[src/rtl/dmach_pkg.sv]
package dmach_pkg;
  // control/status word bit positions (software decodes these)
  localparam int B_SOP = 31;
  localparam int B_EOP = 30;
  localparam int B_OWN = 29;
  localparam int B_EOQ = 28;
  localparam int B_TDC = 27;
  localparam int B_CRC = 26;
  localparam int PLEN_W = 11;
  localparam int CRC_BYTES = 4;
  localparam int DESC_WORDS = 4;
  localparam int MODE_OFS = 3;
  localparam logic [31:0] TD_MAGIC = 32'hFFFF_FFFC;

  // register offsets
  localparam logic [2:0] RA_TXCTL = 3'd0;
  localparam logic [2:0] RA_RXCTL = 3'd1;
  localparam logic [2:0] RA_HEAD  = 3'd2;
  localparam logic [2:0] RA_COMPL = 3'd3;
  localparam logic [2:0] RA_TDOWN = 3'd4;
  localparam logic [2:0] RA_SRST  = 3'd5;

  typedef enum logic [2:0] {
    S_IDLE, S_FETCH, S_CHECK, S_XFER, S_WB
  } walk_state_t;
endpackage

[src/rtl/dmach_regs.sv]
module dmach_regs
  import dmach_pkg::*;
#(
  parameter int CHAN_ID  = 2,
  parameter bit IS_RX    = 1'b0,
  parameter int SRST_CYC = 4
) (
  input  logic        clk,
  input  logic        rst,
  input  logic        reg_we,
  input  logic        reg_re,
  input  logic [2:0]  reg_addr,
  input  logic [31:0] reg_wdata,
  output logic [31:0] reg_rdata,
  input  logic [31:0] head_q,
  input  logic [31:0] last_done,
  input  logic        td_done,
  output logic        chan_en,
  output logic        head_wr,
  output logic        td_pend,
  output logic        eng_clr,
  output logic        irq
);
  localparam int SRW = $clog2(SRST_CYC + 1);

  logic           tx_en, rx_en;
  logic [31:0]    cp_q;
  logic [SRW-1:0] sr_cnt;

  assign eng_clr = (sr_cnt == SRW'(1));
  assign head_wr = reg_we && (reg_addr == RA_HEAD);

  generate
    if (IS_RX) begin : g_rx
      assign chan_en = rx_en;
    end else begin : g_tx
      assign chan_en = tx_en;
    end
  endgenerate

  always_ff @(posedge clk) begin
    if (rst || eng_clr) begin
      tx_en   <= 1'b0;
      rx_en   <= 1'b0;
      cp_q    <= '0;
      td_pend <= 1'b0;
      sr_cnt  <= '0;
      irq     <= 1'b0;
    end else begin
      if (sr_cnt != '0) sr_cnt <= sr_cnt - SRW'(1);
      if (td_done) td_pend <= 1'b0;
      if (reg_we) begin
        case (reg_addr)
          RA_TXCTL: tx_en <= reg_wdata[0];
          RA_RXCTL: rx_en <= reg_wdata[0];
          RA_COMPL: cp_q  <= reg_wdata;
          RA_TDOWN: if (reg_wdata == 32'(CHAN_ID)) td_pend <= 1'b1;
          RA_SRST:  if (reg_wdata[0] && sr_cnt == '0) sr_cnt <= SRW'(SRST_CYC);
          default: ;
        endcase
      end
      if (td_done) cp_q <= TD_MAGIC;
      irq <= (cp_q != last_done);
    end
  end

  always_ff @(posedge clk) begin
    if (rst) begin
      reg_rdata <= '0;
    end else if (reg_re) begin
      case (reg_addr)
        RA_TXCTL: reg_rdata <= {31'd0, tx_en};
        RA_RXCTL: reg_rdata <= {31'd0, rx_en};
        RA_HEAD:  reg_rdata <= head_q;
        RA_COMPL: reg_rdata <= cp_q;
        RA_SRST:  reg_rdata <= {31'd0, (sr_cnt != '0)};
        default:  reg_rdata <= '0;
      endcase
    end
  end

  assert_td_magic_R8: assert property (@(posedge clk) disable iff (rst)
    (td_done && !eng_clr) |=> (cp_q == TD_MAGIC));

  assert_td_other_id_R8: assert property (@(posedge clk) disable iff (rst)
    (reg_we && reg_addr == RA_TDOWN && reg_wdata != 32'(CHAN_ID) && !td_pend)
      |=> !td_pend);

  assert_srst_clears_R10: assert property (@(posedge clk) disable iff (rst)
    eng_clr |=> (!tx_en && !rx_en && cp_q == '0 && !irq));
endmodule

[src/rtl/dmach_walk.sv]
module dmach_walk
  import dmach_pkg::*;
#(
  parameter int DM_AW = 6,
  parameter int LEN_W = 16
) (
  input  logic              clk,
  input  logic              rst,
  input  logic              en,
  input  logic              head_wr,
  input  logic [31:0]       head_wdata,
  input  logic              td_pend,
  output logic [31:0]       head_q,
  output logic [31:0]       last_done,
  output logic              td_done,
  output logic              dm_en,
  output logic              dm_we,
  output logic [DM_AW-1:0]  dm_addr,
  output logic [31:0]       dm_wdata,
  input  logic [31:0]       dm_rdata,
  output logic              xfer_req,
  output logic [31:0]       xfer_addr,
  output logic [LEN_W-1:0]  xfer_len,
  input  logic              xfer_done,
  input  logic [PLEN_W-1:0] xfer_done_len
);
  localparam int CW = $clog2(DESC_WORDS + 1);

  walk_state_t       st;
  logic [CW-1:0]     cnt;
  logic [31:0]       cur, d_next, d_buf, d_len, d_mode;
  logic [31:0]       prev_addr, prev_mode, wb_mode;
  logic              have_prev, td_mark, td_go;
  logic [PLEN_W-1:0] rep_len;

  assign td_go = td_pend && !td_done;

  always_comb begin
    wb_mode = {d_mode[31:PLEN_W], rep_len};
    wb_mode[B_OWN] = 1'b0;
    if (td_mark) begin
      wb_mode[B_TDC] = 1'b1;
      wb_mode[B_EOQ] = 1'b1;
    end
    if (d_next == '0) wb_mode[B_EOQ] = 1'b1;
  end

  always_comb begin
    dm_en    = 1'b0;
    dm_we    = 1'b0;
    dm_addr  = cur[DM_AW-1:0];
    dm_wdata = wb_mode;
    case (st)
      S_FETCH: if (cnt < CW'(DESC_WORDS)) begin
        dm_en   = 1'b1;
        dm_addr = cur[DM_AW-1:0] + DM_AW'(cnt);
      end
      S_CHECK: if (!td_go && !d_mode[B_OWN] && have_prev) begin
        dm_en    = 1'b1;
        dm_we    = 1'b1;
        dm_addr  = prev_addr[DM_AW-1:0] + DM_AW'(MODE_OFS);
        dm_wdata = prev_mode | (32'd1 << B_EOQ);
      end
      S_WB: begin
        dm_en   = 1'b1;
        dm_we   = 1'b1;
        dm_addr = cur[DM_AW-1:0] + DM_AW'(MODE_OFS);
      end
      default: ;
    endcase
  end

  always_ff @(posedge clk) begin
    if (rst) begin
      st <= S_IDLE;
      cnt <= '0;
      cur <= '0;
      d_next <= '0;
      d_buf <= '0;
      d_len <= '0;
      d_mode <= '0;
      prev_addr <= '0;
      prev_mode <= '0;
      have_prev <= 1'b0;
      td_mark <= 1'b0;
      rep_len <= '0;
      head_q <= '0;
      last_done <= '0;
      td_done <= 1'b0;
      xfer_req <= 1'b0;
      xfer_addr <= '0;
      xfer_len <= '0;
    end else begin
      td_done <= 1'b0;
      case (st)
        S_IDLE: begin
          if (head_wr) head_q <= head_wdata;
          if (td_go) begin
            if (head_q != '0) begin
              cur <= head_q;
              cnt <= '0;
              st  <= S_FETCH;
            end else begin
              td_done <= 1'b1;
            end
          end else if (!head_wr && en && head_q != '0) begin
            cur <= head_q;
            cnt <= '0;
            st  <= S_FETCH;
          end
        end
        S_FETCH: begin
          case (cnt)
            CW'(1): d_next <= dm_rdata;
            CW'(2): d_buf  <= dm_rdata;
            CW'(3): d_len  <= dm_rdata;
            CW'(4): d_mode <= dm_rdata;
            default: ;
          endcase
          if (cnt == CW'(DESC_WORDS)) st <= S_CHECK;
          else cnt <= cnt + CW'(1);
        end
        S_CHECK: begin
          if (td_go) begin
            td_mark <= 1'b1;
            rep_len <= d_mode[PLEN_W-1:0];
            st      <= S_WB;
          end else if (!d_mode[B_OWN]) begin
            head_q <= '0;
            st     <= S_IDLE;
          end else begin
            xfer_req  <= 1'b1;
            xfer_addr <= d_buf;
            xfer_len  <= d_len[LEN_W-1:0];
            st        <= S_XFER;
          end
        end
        S_XFER: begin
          if (xfer_done) begin
            xfer_req <= 1'b0;
            rep_len  <= xfer_done_len +
                        (d_mode[B_CRC] ? PLEN_W'(CRC_BYTES) : PLEN_W'(0));
            td_mark  <= td_go;
            st       <= S_WB;
          end
        end
        S_WB: begin
          td_mark <= 1'b0;
          if (td_mark) begin
            head_q    <= '0;
            td_done   <= 1'b1;
            have_prev <= 1'b0;
            st        <= S_IDLE;
          end else begin
            last_done <= cur;
            prev_addr <= cur;
            prev_mode <= wb_mode;
            have_prev <= 1'b1;
            if (d_next == '0) begin
              head_q <= '0;
              st     <= S_IDLE;
            end else begin
              head_q <= d_next;
              cur    <= d_next;
              cnt    <= '0;
              st     <= S_FETCH;
            end
          end
        end
        default: st <= S_IDLE;
      endcase
    end
  end

  assert_req_hold_R3: assert property (@(posedge clk) disable iff (rst)
    (xfer_req && !xfer_done) |=> xfer_req);

  assert_idle_gate_R2: assert property (@(posedge clk) disable iff (rst)
    (st == S_IDLE && !en && !td_go) |=> (st != S_FETCH));

  assert_eoq_end_R5: assert property (@(posedge clk) disable iff (rst)
    (st == S_WB && !td_mark && d_next == '0) |=> (head_q == '0 && st == S_IDLE));

  assert_owner_skip_R6: assert property (@(posedge clk) disable iff (rst)
    (st == S_CHECK && !td_go && !d_mode[B_OWN]) |=> !xfer_req);

  assert_busy_head_R11: assert property (@(posedge clk) disable iff (rst)
    (st == S_XFER && !xfer_done && head_wr) |=> (head_q == $past(head_q)));
endmodule

[src/rtl/desc_dma_chan.sv]
module desc_dma_chan
  import dmach_pkg::*;
#(
  parameter int CHAN_ID  = 2,
  parameter bit IS_RX    = 1'b0,
  parameter int DM_AW    = 6,
  parameter int LEN_W    = 16,
  parameter int SRST_CYC = 4
) (
  input  logic              clk,
  input  logic              rst,
  input  logic              reg_we,
  input  logic              reg_re,
  input  logic [2:0]        reg_addr,
  input  logic [31:0]       reg_wdata,
  output logic [31:0]       reg_rdata,
  output logic              dm_en,
  output logic              dm_we,
  output logic [DM_AW-1:0]  dm_addr,
  output logic [31:0]       dm_wdata,
  input  logic [31:0]       dm_rdata,
  output logic              xfer_req,
  output logic [31:0]       xfer_addr,
  output logic [LEN_W-1:0]  xfer_len,
  input  logic              xfer_done,
  input  logic [PLEN_W-1:0] xfer_done_len,
  output logic              irq
);
  logic [31:0] head_q, last_done;
  logic        td_done, chan_en, head_wr, td_pend, eng_clr, walk_rst;

  assign walk_rst = rst || eng_clr;

  dmach_regs #(.CHAN_ID(CHAN_ID), .IS_RX(IS_RX), .SRST_CYC(SRST_CYC)) regs_i (
    .clk(clk), .rst(rst), .reg_we(reg_we), .reg_re(reg_re), .reg_addr(reg_addr),
    .reg_wdata(reg_wdata), .reg_rdata(reg_rdata), .head_q(head_q),
    .last_done(last_done), .td_done(td_done), .chan_en(chan_en),
    .head_wr(head_wr), .td_pend(td_pend), .eng_clr(eng_clr), .irq(irq)
  );

  dmach_walk #(.DM_AW(DM_AW), .LEN_W(LEN_W)) walk_i (
    .clk(clk), .rst(walk_rst), .en(chan_en), .head_wr(head_wr),
    .head_wdata(reg_wdata), .td_pend(td_pend), .head_q(head_q),
    .last_done(last_done), .td_done(td_done), .dm_en(dm_en), .dm_we(dm_we),
    .dm_addr(dm_addr), .dm_wdata(dm_wdata), .dm_rdata(dm_rdata),
    .xfer_req(xfer_req), .xfer_addr(xfer_addr), .xfer_len(xfer_len),
    .xfer_done(xfer_done), .xfer_done_len(xfer_done_len)
  );
endmodule

[config.mk]
export PLATFORM = sky130hd
export DESIGN_NAME = desc_dma_chan
export DESIGN_NICKNAME = d
export VERILOG_FILES = /design/src/rtl/dmach_pkg.sv /design/src/rtl/dmach_regs.sv /design/src/rtl/dmach_walk.sv /design/src/rtl/desc_dma_chan.sv
export SDC_FILE = /design/constraint.sdc
export NUM_CORES = 1
export LEC_CHECK = 0
export ABC_AREA = 1
export BUFFER_PORTS_ARGS = -buffer_cell sky130_fd_sc_hd__clkbuf_2
export CORE_ASPECT_RATIO = 1.75
export CORE_MARGIN = 2
export CORE_UTILIZATION = 52
export DETAILED_ROUTE_END_ITERATION = 7
export HOLD_SLACK_MARGIN = 0.08
export PLACE_DENSITY = 0.79
export SYNTH_ARGS = -nofsm -noshare
export SYNTH_HDL_FRONTEND = slang
export SYNTH_SLANG_ARGS = --single-unit
[constraint.sdc]
create_clock -name clk -period 1.9 [get_ports clk]
set_input_delay 0.38 -clock clk [delete_from_list [all_inputs] [get_ports clk]]
set_output_delay 0.38 -clock clk [all_outputs]
set_load 0.05 [all_outputs]
==> run summary <==
Xor/xnor cell area share of the yosys netlist: 1.61%
Syn_area_per_cell: 7.21 sq um
CP Max Fanout: 2
Vias per cell: 5.70
RSZ-0062 raised after global routing: yes
Max Fclk: 0.357 GHz
Final Util: 69.3%
Pin count of the biggest net entering global routing: 97
H-tree depth: 2
Outcome: finished with violations
Fraction of synthesized area in multiplexers: 0%
Tot Pwr: 21500 uW
HP Class: in2reg
Critical path endpoint: dm_addr[2]
Slowest stage cell, crit path: fa_2
Layout Cells excl Fill: 2938
Largest family of logic cells by synthesized area: simple AND/OR/NAND/NOR gates
Num ports: 205
Setup-failing EPs final: 39
Tot GR Track Use: 32.0%
Hold_buf cts: 0
Flops & latches, synth: 378
Crit-path max cell delay: 0.36 ns
Fin. Hold Viols: 0
Layout cells sized above 1: 22.8%
Sw frac: 31.4%
Final GP Congestion: 0.926
Setup WS post-layout: -0.898 ns
Compound-gate portion of the synthesized area: 19.6%
Full die area: 0.0328 sq mm
Hold Path Stages: 3
Clock Skew: 0.0110 ns
Slew Viols, Final: 0
Cell-internal power: 14700 uW
CTS tree: built
MaxCap Viol Count: 0
Min Tclk post-route: 2.80 ns
Critical-path cell list: ha_4 -> inv_2 -> fa_2 -> or2_4 -> buf_4 -> buf_6 -> nand3_2 -> o211ai_1 -> o22a_2 -> buf_12
Worst Path Arrival: 2.42 ns
DR iter-0 viols: 1237
Initial Util: 52.8%
Crit. End Element: primary output
Worst-path clk slew: 0.07 ns
Synth warnings: 0
Row count: 85
Worst-case clock buffer depth: 3
Cell Area, Synth: 0.0163 sq mm
Cell variety after synth: 44
Layout Nets: 2618
Wire length per cell: 18.3 microns
Failing checks: setup timing
DRT antenna net count: 0
PortBufs: 203
Crit share post-route: 147%
Core area: 0.0308 sq mm
Static Leak: 0.00905 uW
Clk network pwr share: 33.8%
Total grt overflow: 0
Critical setup path kind: reg2out
Flop2flop setup slack: 0.03 ns
Post-synthesis simple-gate area fraction: 22.6%
VDD IR max: 0.000826 V
Share of total power in sequential cells: 40.7%
Comb pwr share: 25.5%
Num CTS Buffers: 35
Worst r2r dst: walk_i.d_next[31]$_SDFFE_PP0P_
R2R depth: 10
Initial antenna violation count: 3
Pwr dens: 1000 mW/mm^2
Pre-CTS setup slack: -0.319 ns
Final HPWL DP: 37.1 mm
Placed cells: 2848
Worst Setup SP: walk_i.cnt[0]$_SDFFE_PP0P_
Post-route DRC: 0
Reg2reg start: walk_i.st[0]$_SDFFE_PP0P_
Root Buffer: clkbuf_16
Die height: 238 microns
Synth Instances: 2261
Sequential share of the synthesized area: 46.4%
Drt first pass iters: 6
Area grow syn2layout: 31.0%
Via count: 16733
Global-route wire length before repair: 82.6 mm
Vias in the first global route: 16152
Syn_nets: 2360
Adder-cell share of the synthesized area: 1.27%
Clock latency on the worst-skew pair: 0.54 ns
Startpoint Class: flop
Routed wire length: 53.9 mm
Sw Pwr: 6730 uW
Clock Sinks: 378
Critical Path RT: 1.52 ns
Die width: 138 microns
==> metal layers <==
metal | wire length (microns) | GRT usage [%] | share of wire, %
met3 | 3940 | 6.08 | 7.3
met5 | 0 | 0 | 0
met4 | 3950 | 21.4 | 7.3
met2 | 27600 | 56.1 | 51
met1 | 18400 | 34.1 | 34
==> state kept, by name, indices dropped and copies added (netlist names), 16 cells and up <==
name              flops
regs_i.cp_q          32
regs_i.reg_rdata     32
walk_i.cur           32
walk_i.d_buf         32
walk_i.d_mode        32
walk_i.d_next        32
walk_i.head_q        32
walk_i.prev_addr     32
walk_i.xfer_addr     32
walk_i.prev_mode     30
walk_i.d_len         16
walk_i.xfer_len      16
==> logic make-up (layout without fill, tap and decap cells) <==
family	after synthesis	count (layout)
xor+xnor	30	30
other cells	1	4
simple gates	906	906
fa+ha+maj	16	16
compound gates	594	594
buf+inv	336	619
flops	378	378
==> cell type report <==
class / instances / area, sq um
inverters: 191 / 742
diodes: 3 / 7.51
clock buffers: 48 / 1010
well taps: 391 / 489
repair buffers: 366 / 3350
multi-input cells: 1547 / 8000
clock inverters: 14 / 171
flip-flops and latches: 378 / 7590
fillers: 2380 / 9480
==> power groups by stage <==
stage / logic [uW] / registers (uW) / clock network, uW
4_1_cts: 5050 / 8710 / 7320
3_5_place_dp: 4910 / 8880 / 0
2_1_floorplan: 2960 / 8910 / 0
6_report: 5470 / 8730 / 7260
5_1_grt: 5910 / 8770 / 7670
3_3_place_gp: 4820 / 8860 / 0
==> critical path, delay by kind of cell, from the launching register on <==
family,cells,cell delay (ns)
adder cells (fa/ha/maj),2,0.49
flip-flops,1,0.35
AO/OA/AOI/OAI,2,0.32
AND/OR/NAND/NOR,2,0.30
buffers and inverters,4,0.41
==> synthesized netlist by cell type (all sizes together) <==
cell type / count / area [sq um]
or2: 8 / 50.1
conb: 1 / 3.75
xor2: 12 / 105
nand4: 15 / 93.8
a21oi: 134 / 689
nand3: 64 / 340
or3: 1 / 6.26
inv: 188 / 708
nand3b: 1 / 7.51
o211ai: 5 / 37.5
nor4: 6 / 37.5
fa: 1 / 20.0
a221oi: 10 / 87.6
o22ai: 32 / 200
dfxtp: 378 / 7570
o2111ai: 1 / 8.76
ha: 15 / 188
o22a: 1 / 8.76
a31oi: 38 / 238
clkbuf: 93 / 349
buf: 52 / 314
a211oi: 21 / 158
o221ai: 1 / 8.76
clkinv: 3 / 11.3
and2: 1 / 6.26
nor2: 465 / 1790
a21boi: 1 / 7.51
nor3: 30 / 155
o21ai: 350 / 1750
xnor2: 18 / 158
nand2: 315 / 1200
==> worst min path at each step <==
stage / startpoint / end
floorplan: walk_i.d_mode[10]$_SDFFE_PP0P_ / walk_i.d_mode[10]$_SDFFE_PP0P_
global placement: walk_i.cur[8]$_SDFFE_PP0P_ / walk_i.prev_addr[8]$_SDFFE_PP0P_
detailed placement: walk_i.cur[9]$_SDFFE_PP0P_ / walk_i.prev_addr[9]$_SDFFE_PP0P_
CTS: xfer_done_len[0] / walk_i.rep_len[0]$_SDFFE_PP0P_
global route: xfer_done_len[0] / walk_i.rep_len[0]$_SDFFE_PP0P_
finish: xfer_done_len[0] / walk_i.rep_len[0]$_SDFFE_PP0P_
==> repair_timing <==
item,4_1_cts,5_1_grt
hold endpoints to repair,0,0
pin swaps,23,21
setup endpoints to repair,39,187
buffers inserted,12,9
cloned,5,4
gates resized for setup,100,57
==> layout by cell type (no fill, tap or decap), types with 6 or more instances in the layout <==
cell and count:
o22ai_1 32, nand2_1 276, nand4_1 15, a211oi_1 21, o21ai_0 211, dfxtp_2 15
nand3_2 6, clkbuf_16 39, o21ai_1 104, ha_1 13, buf_6 14, nand3_1 54
clkbuf_1 6, or2_2 7, nand2_4 9, xor2_1 12, nor2_1 452, o21ai_4 27
nand2_2 29, a21oi_1 130, xnor2_1 17, inv_1 167, dfxtp_1 361, nor3_1 28
a31oi_1 37, buf_4 112, a221oi_1 10, buf_12 59, clkbuf_2 164, clkbuf_8 6
o21ai_2 8, nor4_1 6, inv_2 14, nor2_4 9, buf_8 9
==> metrics by stage <==
stage          instance area [sq um]  hold slack (ns)  TNS [ns]
4_1_cts                        21000           0.0925    -17.19
5_1_grt                        21400            0.105    -23.54
2_1_floorplan                  16700            0.430    -0.886
6_report                       21400            0.101    -19.08
3_3_place_gp                   19300            0.435     -1.16
3_5_place_dp                   19300            0.440     -2.55
Note: power is estimated with default switching activity, not from simulation.
